===== src/rtl/stk_pkg.sv =====
package stk_pkg;

  // Instruction classes handled by the sequencer.
  typedef enum logic [2:0] {
    OPK_PUSH = 3'd0,
    OPK_POP  = 3'd1,
    OPK_CALL = 3'd2,
    OPK_RET  = 3'd3,
    OPK_NOP  = 3'd4
  } op_kind_e;

  // Stack pointer update requested for the current edge.
  typedef enum logic [1:0] {
    SPC_HOLD = 2'd0,
    SPC_INC  = 2'd1,
    SPC_DEC  = 2'd2,
    SPC_ADD2 = 2'd3
  } sp_cmd_e;

  // Index of the final cycle of each class (cycle 0 runs on the accepting edge).
  localparam int unsigned LAST_PUSH = 1;
  localparam int unsigned LAST_POP  = 1;
  localparam int unsigned LAST_CALL = 4;
  localparam int unsigned LAST_RET  = 2;
  localparam int unsigned LAST_NOP  = 0;

endpackage


===== src/rtl/stk_opdec.sv =====
module stk_opdec
  import stk_pkg::*;
#(
  parameter int unsigned NREGS  = 3,
  parameter int unsigned CW     = 3,
  parameter logic [3:0]  FAMILY = 4'hF,
  localparam int unsigned RSW   = (NREGS > 1) ? $clog2(NREGS) : 1
) (
  input  logic [7:0]     op,
  output op_kind_e       kind,
  output logic [RSW-1:0] rsel,
  output logic [CW-1:0]  last
);

  localparam logic [3:0] PUSH_END = 4'(NREGS);
  localparam logic [3:0] POP_END  = 4'(2 * NREGS);
  localparam logic [3:0] CALL_CODE = 4'(2 * NREGS);
  localparam logic [3:0] RET_CODE  = 4'(2 * NREGS + 1);

  logic [3:0] code;
  logic       in_family;

  assign code      = op[3:0];
  assign in_family = (op[7:4] == FAMILY);

  always_comb begin
    kind = OPK_NOP;
    rsel = '0;
    last = CW'(LAST_NOP);
    if (in_family) begin
      if (code < PUSH_END) begin
        kind = OPK_PUSH;
        rsel = RSW'(code);
        last = CW'(LAST_PUSH);
      end else if (code < POP_END) begin
        kind = OPK_POP;
        rsel = RSW'(code - PUSH_END);
        last = CW'(LAST_POP);
      end else if (code == CALL_CODE) begin
        kind = OPK_CALL;
        last = CW'(LAST_CALL);
      end else if (code == RET_CODE) begin
        kind = OPK_RET;
        last = CW'(LAST_RET);
      end
    end
  end

endmodule


===== src/rtl/stk_sp.sv =====
module stk_sp
  import stk_pkg::*;
#(
  parameter int unsigned AW = 16
) (
  input  logic          clk,
  input  logic          rst_n,
  input  sp_cmd_e       cmd,
  output logic [AW-1:0] sp
);

  localparam logic [AW-1:0] ONE = AW'(1);
  localparam logic [AW-1:0] TWO = AW'(2);

  always_ff @(posedge clk) begin
    if (!rst_n) begin
      sp <= '0;
    end else begin
      unique case (cmd)
        SPC_INC:  sp <= sp + ONE;
        SPC_DEC:  sp <= sp - ONE;
        SPC_ADD2: sp <= sp + TWO;
        default:  sp <= sp;
      endcase
    end
  end

endmodule


===== src/rtl/stk_seq.sv =====
module stk_seq
  import stk_pkg::*;
#(
  parameter int unsigned AW    = 16,
  parameter int unsigned DW    = 8,
  parameter int unsigned NREGS = 3,
  parameter int unsigned CW    = 3,
  localparam int unsigned RSW  = (NREGS > 1) ? $clog2(NREGS) : 1
) (
  input  logic             clk,
  input  logic             rst_n,
  input  logic             accept,
  input  op_kind_e         dec_kind,
  input  logic [RSW-1:0]   dec_rsel,
  input  logic [CW-1:0]    dec_last,
  input  logic [AW-1:0]    pc_in,
  input  logic [DW-1:0]    push_val,
  input  logic [AW-1:0]    sp,
  input  logic [DW-1:0]    mem_rdata,
  output logic             busy,
  output sp_cmd_e          sp_cmd,
  output logic [AW-1:0]    mem_addr,
  output logic [DW-1:0]    mem_wdata,
  output logic             mem_we,
  output logic             mem_re,
  output logic             done,
  output logic [AW-1:0]    pc_next,
  output logic [NREGS-1:0] wb_en,
  output logic [DW-1:0]    wb_data
);

  localparam logic [AW-1:0] ONE      = AW'(1);
  localparam logic [AW-1:0] TWO      = AW'(2);
  localparam logic [AW-1:0] CALL_LEN = AW'(3);

  // Latched instruction context
  op_kind_e       kind_q;
  logic [RSW-1:0] rsel_q;
  logic [CW-1:0]  last_q;
  logic [CW-1:0]  cyc_q;
  logic [AW-1:0]  base_q;
  logic [DW-1:0]  tmp_q;

  // Context of the cycle being executed at the coming edge
  op_kind_e       a_kind;
  logic [RSW-1:0] a_rsel;
  logic [CW-1:0]  a_cyc;
  logic [CW-1:0]  a_last;
  logic [AW-1:0]  a_base;
  logic [AW-1:0]  base_now;
  logic           a_en;
  logic           is_last;
  logic [NREGS-1:0] hit;

  // Next-state values
  logic             n_busy;
  logic [CW-1:0]    n_cyc;
  logic [AW-1:0]    n_base;
  logic [DW-1:0]    n_tmp;
  logic [AW-1:0]    n_addr;
  logic [DW-1:0]    n_wdata;
  logic             n_we;
  logic             n_re;
  logic             n_done;
  logic [AW-1:0]    n_pc;
  logic [NREGS-1:0] n_wb;
  logic [DW-1:0]    n_wbdata;

  assign base_now = pc_in + ((dec_kind == OPK_CALL) ? CALL_LEN : ONE);
  assign a_en     = accept | busy;
  assign a_kind   = accept ? dec_kind : kind_q;
  assign a_rsel   = accept ? dec_rsel : rsel_q;
  assign a_cyc    = accept ? '0       : cyc_q;
  assign a_last   = accept ? dec_last : last_q;
  assign a_base   = accept ? base_now : base_q;
  assign is_last  = (a_cyc == a_last);

  for (genvar g = 0; g < NREGS; g++) begin : g_sel
    assign hit[g] = (a_rsel == RSW'(g));
  end

  always_comb begin
    n_busy   = busy;
    n_cyc    = cyc_q;
    n_base   = base_q;
    n_tmp    = tmp_q;
    n_addr   = mem_addr;
    n_wdata  = mem_wdata;
    n_we     = 1'b0;
    n_re     = 1'b0;
    n_done   = 1'b0;
    n_pc     = pc_next;
    n_wb     = '0;
    n_wbdata = wb_data;
    sp_cmd   = SPC_HOLD;
    if (a_en) begin
      n_busy = !is_last;
      n_cyc  = a_cyc + CW'(1);
      n_done = is_last;
      n_base = a_base;
      unique case (a_kind)
        OPK_PUSH: begin
          if (a_cyc == CW'(0)) begin
            n_we    = 1'b1;
            n_addr  = sp;
            n_wdata = push_val;
          end else begin
            sp_cmd = SPC_INC;
            n_pc   = a_base;
          end
        end
        OPK_POP: begin
          if (a_cyc == CW'(0)) begin
            n_re   = 1'b1;
            n_addr = sp - ONE;
            sp_cmd = SPC_DEC;
          end else begin
            n_wb     = hit;
            n_wbdata = mem_rdata;
            n_pc     = a_base;
          end
        end
        OPK_CALL: begin
          case (a_cyc)
            CW'(0): begin
              n_we    = 1'b1;
              n_addr  = sp;
              n_wdata = a_base[AW-1 -: DW];
            end
            CW'(1): begin
              n_we    = 1'b1;
              n_addr  = sp + ONE;
              n_wdata = a_base[DW-1:0];
            end
            CW'(2): begin
              n_re   = 1'b1;
              n_addr = a_base - TWO;
              sp_cmd = SPC_ADD2;
            end
            CW'(3): begin
              n_re   = 1'b1;
              n_addr = a_base - ONE;
              n_tmp  = mem_rdata;
            end
            default: begin
              n_pc = AW'({tmp_q, mem_rdata});
            end
          endcase
        end
        OPK_RET: begin
          case (a_cyc)
            CW'(0): begin
              n_re   = 1'b1;
              n_addr = sp - ONE;
              sp_cmd = SPC_DEC;
            end
            CW'(1): begin
              n_re   = 1'b1;
              n_addr = sp - ONE;
              n_tmp  = mem_rdata;
              sp_cmd = SPC_DEC;
            end
            default: begin
              n_pc = AW'({mem_rdata, tmp_q});
            end
          endcase
        end
        default: begin
          n_pc = a_base;
        end
      endcase
    end
  end

  always_ff @(posedge clk) begin
    if (!rst_n) begin
      busy      <= 1'b0;
      cyc_q     <= '0;
      kind_q    <= OPK_NOP;
      rsel_q    <= '0;
      last_q    <= '0;
      base_q    <= '0;
      tmp_q     <= '0;
      mem_addr  <= '0;
      mem_wdata <= '0;
      mem_we    <= 1'b0;
      mem_re    <= 1'b0;
      done      <= 1'b0;
      pc_next   <= '0;
      wb_en     <= '0;
      wb_data   <= '0;
    end else begin
      busy      <= n_busy;
      cyc_q     <= n_cyc;
      base_q    <= n_base;
      tmp_q     <= n_tmp;
      mem_addr  <= n_addr;
      mem_wdata <= n_wdata;
      mem_we    <= n_we;
      mem_re    <= n_re;
      done      <= n_done;
      pc_next   <= n_pc;
      wb_en     <= n_wb;
      wb_data   <= n_wbdata;
      if (accept) begin
        kind_q <= dec_kind;
        rsel_q <= dec_rsel;
        last_q <= dec_last;
      end
    end
  end

endmodule


===== src/rtl/stk_call_unit.sv =====
module stk_call_unit
  import stk_pkg::*;
#(
  parameter int unsigned AW = 16,
  parameter int unsigned DW = 8
) (
  input  logic          clk,
  input  logic          rst_n,
  input  logic          issue_valid,
  output logic          issue_ready,
  input  logic [7:0]    issue_op,
  input  logic [AW-1:0] pc_in,
  input  logic [DW-1:0] reg_a,
  input  logic [DW-1:0] reg_b,
  input  logic [DW-1:0] reg_c,
  output logic [AW-1:0] mem_addr,
  output logic [DW-1:0] mem_wdata,
  output logic          mem_we,
  output logic          mem_re,
  input  logic [DW-1:0] mem_rdata,
  output logic          done,
  output logic [AW-1:0] pc_next,
  output logic [2:0]    wb_en,
  output logic [DW-1:0] wb_data
);

  localparam int unsigned NREGS = 3;
  localparam int unsigned CW    = 3;
  localparam int unsigned RSW   = $clog2(NREGS);

  op_kind_e       dec_kind;
  logic [RSW-1:0] dec_rsel;
  logic [CW-1:0]  dec_last;
  logic [DW-1:0]  push_val;
  logic [AW-1:0]  sp;
  sp_cmd_e        sp_cmd;
  logic           busy;
  logic           accept;

  assign issue_ready = !busy;
  assign accept      = issue_valid && issue_ready;

  always_comb begin
    unique case (dec_rsel)
      RSW'(1): push_val = reg_b;
      RSW'(2): push_val = reg_c;
      default: push_val = reg_a;
    endcase
  end

  stk_opdec #(
    .NREGS (NREGS),
    .CW    (CW)
  ) u_dec (
    .op   (issue_op),
    .kind (dec_kind),
    .rsel (dec_rsel),
    .last (dec_last)
  );

  stk_sp #(
    .AW (AW)
  ) u_sp (
    .clk   (clk),
    .rst_n (rst_n),
    .cmd   (sp_cmd),
    .sp    (sp)
  );

  stk_seq #(
    .AW    (AW),
    .DW    (DW),
    .NREGS (NREGS),
    .CW    (CW)
  ) u_seq (
    .clk       (clk),
    .rst_n     (rst_n),
    .accept    (accept),
    .dec_kind  (dec_kind),
    .dec_rsel  (dec_rsel),
    .dec_last  (dec_last),
    .pc_in     (pc_in),
    .push_val  (push_val),
    .sp        (sp),
    .mem_rdata (mem_rdata),
    .busy      (busy),
    .sp_cmd    (sp_cmd),
    .mem_addr  (mem_addr),
    .mem_wdata (mem_wdata),
    .mem_we    (mem_we),
    .mem_re    (mem_re),
    .done      (done),
    .pc_next   (pc_next),
    .wb_en     (wb_en),
    .wb_data   (wb_data)
  );

endmodule


===== config.mk =====
export PLATFORM = sky130hd
export DESIGN_NAME = stk_call_unit
export DESIGN_NICKNAME = d
export VERILOG_FILES = /design/src/rtl/stk_pkg.sv /design/src/rtl/stk_opdec.sv /design/src/rtl/stk_sp.sv /design/src/rtl/stk_seq.sv /design/src/rtl/stk_call_unit.sv
export SDC_FILE = /design/constraint.sdc
export NUM_CORES = 1
export LEC_CHECK = 0
export CORE_UTILIZATION = 65
export CTS_BUF_LIST = sky130_fd_sc_hd__clkbuf_4 sky130_fd_sc_hd__clkbuf_8
export DETAILED_ROUTE_END_ITERATION = 12
export DONT_BUFFER_PORTS = 1
export PLACE_DENSITY_LB_ADDON = 0.05
export SYNTH_ARGS = -nofsm -noshare
export SYNTH_HDL_FRONTEND = slang
export SYNTH_HIERARCHICAL = 1
export SYNTH_SLANG_ARGS = --single-unit

===== constraint.sdc =====
create_clock -name clk -period 9.94 [get_ports clk]
set_input_delay 0.994 -clock clk [delete_from_list [all_inputs] [get_ports clk]]
set_output_delay 0.994 -clock clk [all_outputs]
set_load 0.01 [all_outputs]

==> metrics.txt <==
status completed; Post-layout nets 1157; number of CTS-inserted buffers 9; P&R area growth vs syn 1.718%; Fin. Hold Viols 0; slew of the pin with the lowest slew margin 1.119 ns; Power Density 104.2 nW/um^2; final setup fails 0; Hold/Removal Path Class reg -> reg; Multi-input gate area 5743 um^2; postcts setup bufs 0; die area 13340 um^2; Via-to-Cell Ratio 6.728; Die Width 115.5 um; Final TNS setup 0 ns; Routability Congestion 0.9531; Worst setup EP type flop; Reg area 2122 um^2; register bit total from synthesis 106; Area contributors post-synth dfxtp_1 25%, nand2_1 6.4%, nor2_1 5.7%; WL per Instance 19.57 um; FILL cells 1133; Post-synth top cells 142 x nand2_1, 127 x nor2_1, 106 x dfxtp_1; total of max-cap violations 0; DRT Pass-1 Iters 5; Root Buffer Master clkbuf_8; Layout Utilization 0.6777; fmax 164.8 MHz; Crit Path Class in -> reg; CTS tree yes; H-tree Lvls 3; Post-synth EDFFs 0; First DRT Iteration DRCs 925; Post-synth ARST share 0; first-pass GRT wire length 37720 um; Yosys warnings 6; share of cells above drive strength 1 0.06747; Slew Limit Headroom 0.2348; global route total overflow 0; Die H 115.5 um; Cell Area, Synth 8373 um^2; Slew Limit Fails 0; Vias 8437; CTS Hold Bufs 0; number of global-route vias before repair 7270; Synth top area share 0.2534; clock transition at the registers of the reported paths 0.12 ns; Netlist cell types 89; largest net degree at the start of global routing 73; antenna fix cells 0; port bufs 0; Cells after Synth 1142; WP data arrival 6.42 ns; final WL 24540 um; unrepaired setup endpoints after global routing false; Worst VDD drop 0.06826 mV; Avg Synthesized Cell Area 7.332 um^2; CTS Sinks 106; initial cell density of the core 0.6662; crit path launch type input port; WP data required 10.29 ns; antenna-violating nets left 0; Synth area leader dfxtp_1; Rows 41; core area 12570 um^2; post_cts resized 0; ys flop type dfxtp_1; sequential area share after synthesis 0.2534; clk_lat worst skew 0.40 ns; Top Ports 114; Final min period 6.068 ns; DP HPWL 16960 um; Static Leak 3.011 nW; FF-to-FF setup slack 4.04 ns; initial antenna violation count 0; CP Max Fanout 62; Longest Clk Path Bufs 2; clock skew 0.01547 ns; GRT Util Overall 0.3641; Residual DRC 0; Syn Nets 1222; top-count cell post-synth nand2_1; final period utilization 0.6104
## power breakdown
group	internal (W)	switching [W]
registers	0.000439	0.0000120
logic	0.0000516	0.000105
clock network	0.000100	0.000180
total	0.000590	0.000297
## through the flow
step | cells | area, um^2 | setup WS, ns | power [W] | hold slack (ns)
6_report | 1254 | 8517 | 3.872 | 0.0008872 | 0.5063
5_1_grt | 1254 | 8517 | 3.474 | 0.0009213 | 0.5298
4_1_cts | 1254 | 8517 | 3.971 | 0.0008869 | 0.5096
3_5_place_dp | 1238 | 8313 | 3.560 | 0.0006114 | 0.4931
3_3_place_gp | 1238 | 8313 | 3.691 | 0.0006093 | 0.4886
2_1_floorplan | 1142 | 8373 | 3.316 | 0.0005725 | 0.4749
## final timing paths
| check | startpoint | end | cells after the start |
|---|---|---|---|
| worst max-delay path | issue_valid | u_sp/sp[12] | 20 |
| worst min-delay path | u_seq/pc_next[11] | u_seq/pc_next[11] | 2 |
| worst max register to register | u_seq/busy | u_sp/sp[12] | 20 |
| worst min register to register | u_seq/pc_next[11] | u_seq/pc_next[11] | 2 |
## cell usage in the layout (no fill, tap or decap), drive strengths merged, types with 11 or more instances in the layout
| master | count |
|---|---|
| nand2 | 142 |
| nor2 | 127 |
| dfxtp | 106 |
| o21ai | 71 |
| a21oi | 67 |
| nand3 | 37 |
| inv | 37 |
| mux2i | 34 |
| xnor2 | 32 |
| nor3 | 26 |
| ha | 20 |
| and2 | 20 |
| xor2 | 19 |
| nand4 | 17 |
| a31oi | 17 |
| a211oi | 17 |
| o211ai | 16 |
| nor4 | 16 |
| nor2b | 15 |
| buf | 14 |
| and3 | 14 |
| o22ai | 14 |
| or3 | 14 |
| a22oi | 12 |
| a221oi | 11 |
| o21a | 11 |
## cells by family after synthesis
kind of cell | after synthesis | synth area share
multiplexers | 41 | 0.05006
AND/OR/NAND/NOR | 483 | 0.2881
flip-flops | 106 | 0.2534
XOR/XNOR | 51 | 0.05335
buffers and inverters | 124 | 0.06201
AO/OA/AOI/OAI | 316 | 0.2608
adder cells (fa/ha/maj) | 21 | 0.03228
## sequential cells by signal, summed over array words and instances, names as in the netlist, 2 cells and up
signal	flops
u_seq/mem_addr	16
u_seq/wb_data	8
u_seq/pc_next	16
u_seq/last_q	3
u_seq/cyc_q	3
u_seq/mem_wdata	8
u_seq/wb_en	3
u_seq/tmp_q	8
u_seq/kind_q	3
u_sp/sp	16
u_seq/base_q	16
u_seq/rsel_q	2
## per-layer routing
metal	track usage	vias up	routed length, um	share of wire
met2	0.5685	415	11050	0.45
met3	0.04707	58	2238	0.091
met4	0.1957	0	888	0.036
li1	-	4008	-	-
met5	0	-	0	0
met1	0.4899	3956	10370	0.42
## cell type report
type                            instances  share of cell area
Tap cell                              172             0.02527
Inverter                               34             0.01498
Clock inverter                          7            0.009402
Multi-Input combinational cell        912              0.6743
Clock buffer                            9             0.01454
Timing Repair Buffer                   14             0.01234
Sequential cell                       106              0.2492
## worst max-delay path, cell delays in order
cell	delay, ns
nor2b_4	0.10
buf_4	0.54
inv_2	0.20
nand2_1	0.17
ha_1	0.16
nand2_1	0.46
o21ai_0	0.61
nand2_1	0.10
a21oi_1	0.30
ha_1	0.21
buf_4	0.43
xor2_1	0.13
ha_1	0.23
or3_4	0.35
a21oi_4	0.22
nor4b_1	0.12
o31a_1	0.32
or3_1	0.35
a211o_1	0.29
a21boi_1	0.10
Note: power is estimated with default switching activity, not from simulation.
